`src/rtl/store_merge_pkg.sv`:
```
package store_merge_pkg;

  typedef enum logic [2:0] {
    ST_BYTE  = 3'd0,
    ST_HALF  = 3'd1,
    ST_WORD  = 3'd2,
    ST_DWORD = 3'd3,
    ST_LEFT  = 3'd4,
    ST_RIGHT = 3'd5,
    ST_RSV6  = 3'd6,
    ST_RSV7  = 3'd7
  } st_op_e;

  function automatic logic op_legal(st_op_e op);
    return (op != ST_RSV6) && (op != ST_RSV7);
  endfunction

  // log2 of the access size in bytes; partial stores span a full doubleword
  function automatic int size_log2(st_op_e op);
    case (op)
      ST_BYTE: return 0;
      ST_HALF: return 1;
      ST_WORD: return 2;
      default: return 3;
    endcase
  endfunction

endpackage

```
`src/rtl/store_ea.sv`:
```
module store_ea
  import store_merge_pkg::*;
#(
  parameter int XLEN  = 64,
  parameter int IMM_W = 16,
  parameter int OFF_W = 3
) (
  input  st_op_e            op_i,
  input  logic [XLEN-1:0]   base_i,
  input  logic [IMM_W-1:0]  imm_i,
  output logic [XLEN-1:0]   addr_o,
  output logic [OFF_W-1:0]  off_o,
  output logic [OFF_W-1:0]  lane_o
);

  logic [XLEN-1:0]  imm_ext;
  logic [XLEN-1:0]  ea;
  logic [OFF_W-1:0] clr;

  assign imm_ext = {{(XLEN-IMM_W){imm_i[IMM_W-1]}}, imm_i};
  assign ea      = base_i + imm_ext;

  always_comb begin
    clr = '0;
    for (int b = 0; b < OFF_W; b++) begin
      if (b < size_log2(op_i)) clr[b] = 1'b1;
    end
  end

  assign off_o  = ea[OFF_W-1:0];
  assign lane_o = ea[OFF_W-1:0] & ~clr;
  assign addr_o = {ea[XLEN-1:OFF_W], lane_o};

endmodule

```
`src/rtl/store_lane_mask.sv`:
```
module store_lane_mask
  import store_merge_pkg::*;
#(
  parameter int NB    = 8,
  parameter int OFF_W = 3
) (
  input  st_op_e           op_i,
  input  logic [OFF_W-1:0] off_i,
  input  logic [OFF_W-1:0] lane_i,
  output logic [NB-1:0]    be_o
);

  for (genvar i = 0; i < NB; i++) begin : g_lane
    logic hit;
    int   span;

    always_comb begin
      span = 1 << size_log2(op_i);
      case (op_i)
        ST_LEFT:  hit = (OFF_W'(i) <= off_i);
        ST_RIGHT: hit = (OFF_W'(i) >= off_i);
        ST_BYTE, ST_HALF, ST_WORD, ST_DWORD:
          hit = (i >= int'(lane_i)) && (i < int'(lane_i) + span);
        default:  hit = 1'b0;
      endcase
    end

    assign be_o[i] = hit;
  end

endmodule

```
`src/rtl/store_data_merge.sv`:
```
module store_data_merge
  import store_merge_pkg::*;
#(
  parameter int NB    = 8,
  parameter int OFF_W = 3
) (
  input  st_op_e            op_i,
  input  logic [OFF_W-1:0]  off_i,
  input  logic [NB*8-1:0]   src_i,
  input  logic [NB*8-1:0]   old_i,
  input  logic [NB-1:0]     be_i,
  output logic [NB*8-1:0]   wdata_o
);

  localparam int XLEN = NB * 8;
  localparam int SH_W = OFF_W + 3;

  logic [SH_W-1:0] shr_amt;
  logic [SH_W-1:0] shl_amt;
  logic [XLEN-1:0] src_shr;
  logic [XLEN-1:0] src_shl;

  assign shr_amt = {OFF_W'(NB - 1) - off_i, 3'b000};
  assign shl_amt = {off_i, 3'b000};
  assign src_shr = src_i >> shr_amt;
  assign src_shl = src_i << shl_amt;

  for (genvar i = 0; i < NB; i++) begin : g_byte
    logic [7:0] nb;
    int         idx;

    always_comb begin
      // narrow stores: lane i takes source byte (i mod size)
      idx = i & ((1 << size_log2(op_i)) - 1);
      case (op_i)
        ST_LEFT:  nb = src_shr[8*i +: 8];
        ST_RIGHT: nb = src_shl[8*i +: 8];
        default:  nb = src_i[8*idx +: 8];
      endcase
    end

    assign wdata_o[8*i +: 8] = be_i[i] ? nb : old_i[8*i +: 8];
  end

endmodule

```
`src/rtl/store_merge.sv`:
```
module store_merge
  import store_merge_pkg::*;
#(
  parameter int XLEN  = 64,
  parameter int IMM_W = 16
) (
  input  logic              clk_i,
  input  logic              rst_ni,
  input  logic              req_valid_i,
  input  logic [2:0]        op_i,
  input  logic [XLEN-1:0]   base_i,
  input  logic [IMM_W-1:0]  imm_i,
  input  logic [XLEN-1:0]   src_i,
  input  logic [XLEN-1:0]   old_i,
  output logic              valid_o,
  output logic [XLEN-1:0]   addr_o,
  output logic [XLEN-1:0]   wdata_o,
  output logic [XLEN/8-1:0] be_o
);

  localparam int NB    = XLEN / 8;
  localparam int OFF_W = $clog2(NB);

  st_op_e           op;
  logic             accept;
  logic [XLEN-1:0]  addr_d;
  logic [OFF_W-1:0] off;
  logic [OFF_W-1:0] lane;
  logic [NB-1:0]    be_d;
  logic [XLEN-1:0]  wdata_d;

  assign op     = st_op_e'(op_i);
  assign accept = req_valid_i && op_legal(op);

  store_ea #(
    .XLEN (XLEN),
    .IMM_W(IMM_W),
    .OFF_W(OFF_W)
  ) u_ea (
    .op_i  (op),
    .base_i(base_i),
    .imm_i (imm_i),
    .addr_o(addr_d),
    .off_o (off),
    .lane_o(lane)
  );

  store_lane_mask #(
    .NB   (NB),
    .OFF_W(OFF_W)
  ) u_mask (
    .op_i  (op),
    .off_i (off),
    .lane_i(lane),
    .be_o  (be_d)
  );

  store_data_merge #(
    .NB   (NB),
    .OFF_W(OFF_W)
  ) u_merge (
    .op_i   (op),
    .off_i  (off),
    .src_i  (src_i),
    .old_i  (old_i),
    .be_i   (be_d),
    .wdata_o(wdata_d)
  );

  always_ff @(posedge clk_i or negedge rst_ni) begin
    if (!rst_ni) begin
      valid_o <= 1'b0;
      addr_o  <= '0;
      wdata_o <= '0;
      be_o    <= '0;
    end else begin
      valid_o <= accept;
      if (accept) begin
        addr_o  <= addr_d;
        wdata_o <= wdata_d;
        be_o    <= be_d;
      end
    end
  end

endmodule

```
`config.mk`:
```
export PLATFORM = sky130hd
export DESIGN_NAME = store_merge
export DESIGN_NICKNAME = d
export VERILOG_FILES = /design/src/rtl/store_merge_pkg.sv /design/src/rtl/store_ea.sv /design/src/rtl/store_lane_mask.sv /design/src/rtl/store_data_merge.sv /design/src/rtl/store_merge.sv
export SDC_FILE = /design/constraint.sdc
export NUM_CORES = 1
export LEC_CHECK = 0
export ABC_CLOCK_PERIOD_IN_PS = 800
export BUFFER_PORTS_ARGS = -buffer_cell sky130_fd_sc_hd__buf_2
export CAP_MARGIN = 20
export CORE_ASPECT_RATIO = 1.2
export CORE_MARGIN = 2
export CORE_UTILIZATION = 45
export CTS_CLUSTER_DIAMETER = 40
export DETAILED_ROUTE_END_ITERATION = 6
export PLACE_DENSITY = 0.73
export REMOVE_ABC_BUFFERS = 1
export SYNTH_ARGS = -nofsm -noshare
export SYNTH_HDL_FRONTEND = slang
export SYNTH_SLANG_ARGS = --single-unit
```
`constraint.sdc`:
```
create_clock -name clk_i -period 0.8 [get_ports clk_i]
set_input_delay 0.04 -clock clk_i [delete_from_list [all_inputs] [get_ports clk_i]]
set_output_delay 0.04 -clock clk_i [all_outputs]
set_load 0.05 [all_outputs]
```
Word level (Yosys, flattened, before mapping)
Index checks and enable logic that the tools add are counted.
{"block": "op_classes", "magnitude_cmp": 34, "add_sub_neg": 4, "bitwise": 2, "n_shift": 10, "n_reduce_logical": 11, "n_eq_ne": 7, "mux": 28}
{"cell": "$shiftx A64 B7 Y8", "n": 4}
{"cell": "$lt A4 B32 Y1 const A", "n": 4}
{"cell": "$pmux W8 S2", "n": 8}
{"cell": "$shiftx A64 B6 Y8", "n": 2}
{"cell": "$lt A3 B32 Y1 const A", "n": 3}
{"cell": "$add A64 B64 Y64", "n": 1}
{"cell": "$lt A1 B32 Y1 const A", "n": 2}
{"cell": "$lt A2 B32 Y1 const A", "n": 2}
{"cell": "$mux W8", "n": 8}
{"cell": "$shiftx A64 B5 Y8", "n": 1}
{"cell": "$shl A64 B6 Y64", "n": 1}
{"cell": "$shr A64 B6 Y64", "n": 1}
{"cell": "$add A4 B32 Y32", "n": 1}
{"cell": "$shl A1 B2 Y32 const A", "n": 1}
{"cell": "$pmux W1 S3", "n": 8}
{"cell": "$ge A3 B3 Y1 const A", "n": 7}
{"cell": "$ge A1 B3 Y1 const A", "n": 4}
{"cell": "$ge A2 B3 Y1 const A", "n": 4}
{"cell": "$le A3 B3 Y1 const A", "n": 4}
{"cell": "$logic_and A1 B1 Y1", "n": 9}
{"cell": "$eq A3 B2 Y1 const B", "n": 2}
{"cell": "$eq A3 B3 Y1 const B", "n": 2}
{"cell": "$le A1 B3 Y1 const A", "n": 2}
{"cell": "$le A2 B3 Y1 const A", "n": 2}
{"cell": "other kinds (10)", "n": 13}
{"block": "word_totals", "output_inout_bits": 137, "wordCells": 100, "ff_bits": 137, "inputBits": 214}

Depth between registers and ports, before layout
{"block": "depth", "word_depth": 11, "depth_mapped": 16, "depth_no_buf": 15}

Cells and area by module
Synthesis repeated with hierarchy kept, for this count alone.
{"block": "hier_totals", "hier_cells": 1517, "area_unflattened_um2": 13823.3}
{"module": "store_merge", "n_inst": 1, "area_each_um2": 5315.1, "cells_each": 289, "seq_area_each_um2": 3428.3}
{"module": "store_data_merge", "n_inst": 1, "area_each_um2": 4202.8, "cells_each": 579, "seq_area_each_um2": 0.0}
{"module": "store_ea", "n_inst": 1, "area_each_um2": 3807.4, "cells_each": 572, "seq_area_each_um2": 0.0}
{"module": "store_lane_mask", "n_inst": 1, "area_each_um2": 498.0, "cells_each": 77, "seq_area_each_um2": 0.0}

Worst setup path before layout
No wires, ideal clock.
{"block": "synth_timing", "path_kind": "input port to flip-flop", "from": "input op_i[0]", "to": "register wdata_o[0]", "slack_ns": -2.449, "setup_ns": 0.121, "stages": 15, "arrival_time_ns": 3.128, "required_time_ns": 0.679, "n_path_buf": 5, "path_cell_list": "clkbuf_1 buf_1 clkbuf_1 clkbuf_1 and2_1 fa_1 nand2_1 a311oi_1 o21ai_0 o211ai_1 o31ai_1 nand2_1 clkbuf_1 o21ai_0 a22o_1"}
{"block": "synth_between", "elab_chain_len": 11, "elab_cells_between_ends": 28}
{"element": "start, declared", "line": "store_merge.sv:10", "source": "input logic [2:0] op_i,"}
{"element": "$eq A3 B2 Y1, or another cell as far along"}
{"element": "$pmux W2 S3", "line": "store_merge_pkg.sv:20", "source": "case (op)"}
{"element": "$lt A1 B32 Y1, or another cell as far along", "line": "store_ea.sv:26", "source": "if (b < size_log2(op_i)) clr[b] = 1'b1;"}
{"element": "$mux W1", "line": "store_ea.sv:26"}
{"element": "$not A3 Y3", "line": "store_ea.sv:31", "source": "assign lane_o = ea[OFF_W-1:0] & ~clr;"}
{"element": "$and A3 B3 Y3", "line": "store_ea.sv:31"}
{"element": "$add A4 B32 Y32", "line": "store_lane_mask.sv:23", "source": "hit = (i >= int'(lane_i)) && (i < int'(lane_i) + span);"}
{"element": "$lt A1 B32 Y1", "line": "store_lane_mask.sv:23"}
{"element": "$logic_and A1 B1 Y1", "line": "store_lane_mask.sv:23"}
{"element": "$pmux W1 S3", "line": "store_lane_mask.sv:19", "source": "case (op_i)"}
{"element": "$mux W8", "line": "store_data_merge.sv:42", "source": "assign wdata_o[8*i +: 8] = be_i[i] ? nb : old_i[8*i +: 8];"}
{"element": "end signal, assigned", "line": "store_merge.sv:80", "source": "wdata_o <= wdata_d;"}
{"element": "end, declared", "line": "store_merge.sv:17", "source": "output logic [XLEN-1:0] wdata_o,"}
Several ways; a longest one is shown, not always the timed one.
A chain may end at the register's enable or synchronous reset.

Worst setup path after layout
{"block": "layout_timing", "from": "input base_i[0]", "to": "register wdata_o[8]"}
{"block": "layout_between", "elab_chain_len": 7, "elab_cells_between_ends": 14}
{"element": "start, declared", "line": "store_merge.sv:11", "source": "input logic [XLEN-1:0] base_i,"}
{"element": "$add A64 B64 Y64 (*)", "line": "store_ea.sv:21", "source": "assign ea = base_i + imm_ext;"}
{"element": "$and A3 B3 Y3 (*)", "line": "store_ea.sv:31"}
{"element": "net addr_d[2]", "line": "store_merge.sv:26", "source": "logic [XLEN-1:0] addr_d;"}
{"element": "$add A4 B32 Y32", "line": "store_lane_mask.sv:23"}
{"element": "$lt A2 B32 Y1", "line": "store_lane_mask.sv:23"}
{"element": "$logic_and A1 B1 Y1 (*)", "line": "store_lane_mask.sv:23"}
{"element": "$pmux W1 S3 (*)", "line": "store_lane_mask.sv:19"}
{"element": "$mux W8 (*)", "line": "store_data_merge.sv:42"}
Mark *: on every way through the listed nets, which the timed path passes. The rest lies on a longest branch.

==> flow_summary.toml <==
[critical_path]
cp-start-kind = "input pin"
worstPathRequired_ps = 1140
max_stage_delay_ps = 390
cpLargestDelayFamily = "compound AO/OA/AOI/OAI gates"
cp.arrival_ps = 3150
reg2reg_depth = 2
path_buf_inv = 6
worstReg2RegEnd = "wdata_o[42]$_DFFE_PN0P_"
critical_path_class = "in -> reg"
endpoint_kind = "flop"
cp_slowest_cell = "fa_2"
cp_cell_sequence = "buf_6 > ha_4 > fa_2 > xor2_4 > nand2_2 > inv_2 > ha_4 > buf_4 > nand2_2 > a311oi_2 > o21ai_1 > buf_4 > o211ai_1 > o31a_1 > buf_6 > buf_6 > mux2i_4 > o21ai_2"
r2r_slack_ps = -180
cpMostUsedCell = "buf_6"
r2r_start = "wdata_o[42]$_DFFE_PN0P_"
crit_fanout = 4

[cells_and_area]
synthToLayoutAreaGrowth_pct = 87.0
drive_above_1_share_pct = 49.5
fin_nets = 2988
nFillCells = 1490
fin_area_um2 = 24600
stdcell_count = 3110

[clocking]
clock_path_buffers = 2
cts_tree = "yes"
cts-root-buf = "clkbuf_16"
clkSinkCount = 137
insertion_delay_ps = 450
cts_max_level = 4
cts_made_buffers = 17
clk_pin_slew_ps = 70

[detailed_routing]
routedWlPerCell_um = 26.7
vias_per_cell = 6.61
drcViolationCount = 13
finalWirelength_mm = 83.1
ant_nets = 0
first_pass_iters = 6
first_iter_violations = 3051
vias = 20500

[run]
maxCapViolCount = 0

[synthesis]
synth_warnings = 0
synth.top_cell.area_share_pct = 26.0
ys_async_sr_fraction_pct = 100
synth_area_um2 = 13200
yosys_most_used_dff = "dfrtp_1"
synthTopCellsByCount = "256 x nand2_1, 188 x o21ai_0, 184 x a21oi_1"
synth.most_common_cell = "nand2_1"
synth.distinct_cells = 76
avgSynthCellArea_um2 = 7.54
synth_area_leaders = "dfrtp_1 26%, nand2_1 7.3%, o21ai_0 7.1%"
synth_top_area_cell = "dfrtp_1"
ys_seq_elements = 137
postSynthCellCount = 1748
synth_edf_count = 0
seq_area_frac_synth_pct = 26.0

[timing]
finalSetupTns_ps = -251520
fin_skew_ps = 0
rsz0062_at_grt = "true"
finalCritPeriodShare_pct = 351
fin_ws_ps = -2010
slew_headroom_pct = 50.7
worstMarginPinSlew_ps = 740
hold_viol = 0
setup_viol = 273
layout_min_cycle_time_ps = 2810
slew_violations = 0
fmax_mhz = 356

[global_routing]
grt_max_degree = 58
grt_overflow = 0
grt_pass1_wl_mm = 110
grt_pass1_vias = 20000
grt_use_total_pct = 46.3
antenna_found_initial = 7

[floorplanning]
fp-row-count = 68
ios = 351
die_w_um = 160
die_h_um = 191
start_util_pct = 45.7
die-area_um2 = 30700
core_area_um2 = 28800

[power_and_ir_drop]
swShare_pct = 45.2
p_sw_uw = 21300
clkPwrFrac_pct = 18.5
p_leak_uw = 0.0116
power.total_uw = 47000
power.internal_uw = 25700
max-vdd-ir-drop_v = 0.00150
power_per_cell_area_nw_per_um2 = 1910
power_frac_comb_pct = 61.2
p_seq_share_pct = 20.4

[status]
violations = "design-rule violations, negative setup slack"
status = "complete, but fails checks"

[placement]
dp.cells = 2842
dp_hpwl_mm = 45.8
place_area_um2 = 18800
dp_slack_ps = -2530
globalplace.congestion = 1.01
port_buffers = 350

[hold_path]
hp-class = "in -> async"
==> metal layers <==
metal  up-vias  GRT usage (%)  share of wire (%)
li1       8410              -                  -
met1      9411           49.3                 32
met2      1930           77.1                 44
met3       791           13.0                 12
met4         2           37.8                 12
met5         -              0             0.0096
==> area by class of cell <==
class	instances	area, µm²	area share (%)
clock buffers	20	457	1.85
repair buffers	1076	9130	37.0
diodes	6	15.0	0.0609
clock inverters	11	146	0.594
multi-input cells	1453	10900	44.2
well taps	385	482	1.95
flip-flops and latches	137	3430	13.9
inverters	22	85.1	0.345
==> placed cells by master (no fill, tap or decap), types with 14 or more instances in the layout <==
master / instances
dfrtp_1: 135
buf_6: 213
o21ai_1: 100
nor2_1: 125
ha_1: 34
buf_2: 203
a21oi_2: 30
nand4_1: 21
nand2_2: 14
dlygate4sd3_1: 66
a21o_1: 37
buf_12: 23
a21oi_1: 145
a22o_1: 16
o221ai_1: 19
and3_1: 26
inv_1: 18
ha_4: 28
o21ai_2: 23
nand3_1: 20
clkbuf_16: 20
a22oi_1: 21
o21ai_0: 66
o21a_1: 15
mux2_2: 39
o211ai_1: 17
buf_4: 551
a31oi_1: 21
nand2_1: 231
mux2i_1: 68
==> flip-flops by register name, indices dropped and copies added (netlist names) <==
register / cells
be_o: 8
valid_o: 1
wdata_o: 64
addr_o: 64
==> per-stage QoR <==
step                      hold WS (ps)  util (%)
after floorplan                   -256         -
after global placement           -97.7      65.3
after detailed placement         -97.5      65.3
after CTS                         2.79      80.3
after global routing              37.5      85.4
final                             9.41      85.5
==> worst max-delay path by stage <==
stage	end	slack, ps	start	depth (start not counted)
5_1_grt	wdata_o[8]$_DFFE_PN0P_	-2090	base_i[0]	17
3_3_place_gp	wdata_o[53]$_DFFE_PN0P_	-2410	base_i[0]	15
6_report	wdata_o[8]$_DFFE_PN0P_	-2010	base_i[0]	18
4_1_cts	wdata_o[51]$_DFFE_PN0P_	-1840	imm_i[0]	14
3_5_place_dp	wdata_o[51]$_DFFE_PN0P_	-2530	base_i[0]	13
2_1_floorplan	wdata_o[48]$_DFFE_PN0P_	-5450	base_i[0]	13
==> power by group through the flow <==
stage | combinational, µW | clock, µW | sequential (µW)
floorplan | 7190 | 0 | 13800
global placement | 20100 | 0 | 9120
detailed placement | 20300 | 0 | 9150
CTS | 24700 | 8570 | 9360
global route | 29700 | 8870 | 9620
finish | 28800 | 8680 | 9560
==> kinds of logic (layout without fill, tap and decap cells) <==
kind of cell / Yosys count / in the layout / synth area share [%]
compound gates: 671 / 671 / 32.1
simple gates: 556 / 556 / 18.8
buf+inv: 158 / 1129 / 4.64
flops: 137 / 137 / 26.0
mux: 112 / 112 / 8.87
fa+ha+maj: 67 / 67 / 6.47
xor+xnor: 47 / 47 / 3.12
other cells: 0 / 6 / 0
==> what timing repair did <==
item / in CTS / in global routing
endpoints found under the hold margin: 202 / 0
setup buffers: 80 / 85
setup endpoints to repair: 274 / 277
cloned: 6 / 4
resized for setup: 641 / 194
pin swaps: 147 / 129
hold buffers: 68 / 0
Power figures use the tool's default switching activity.
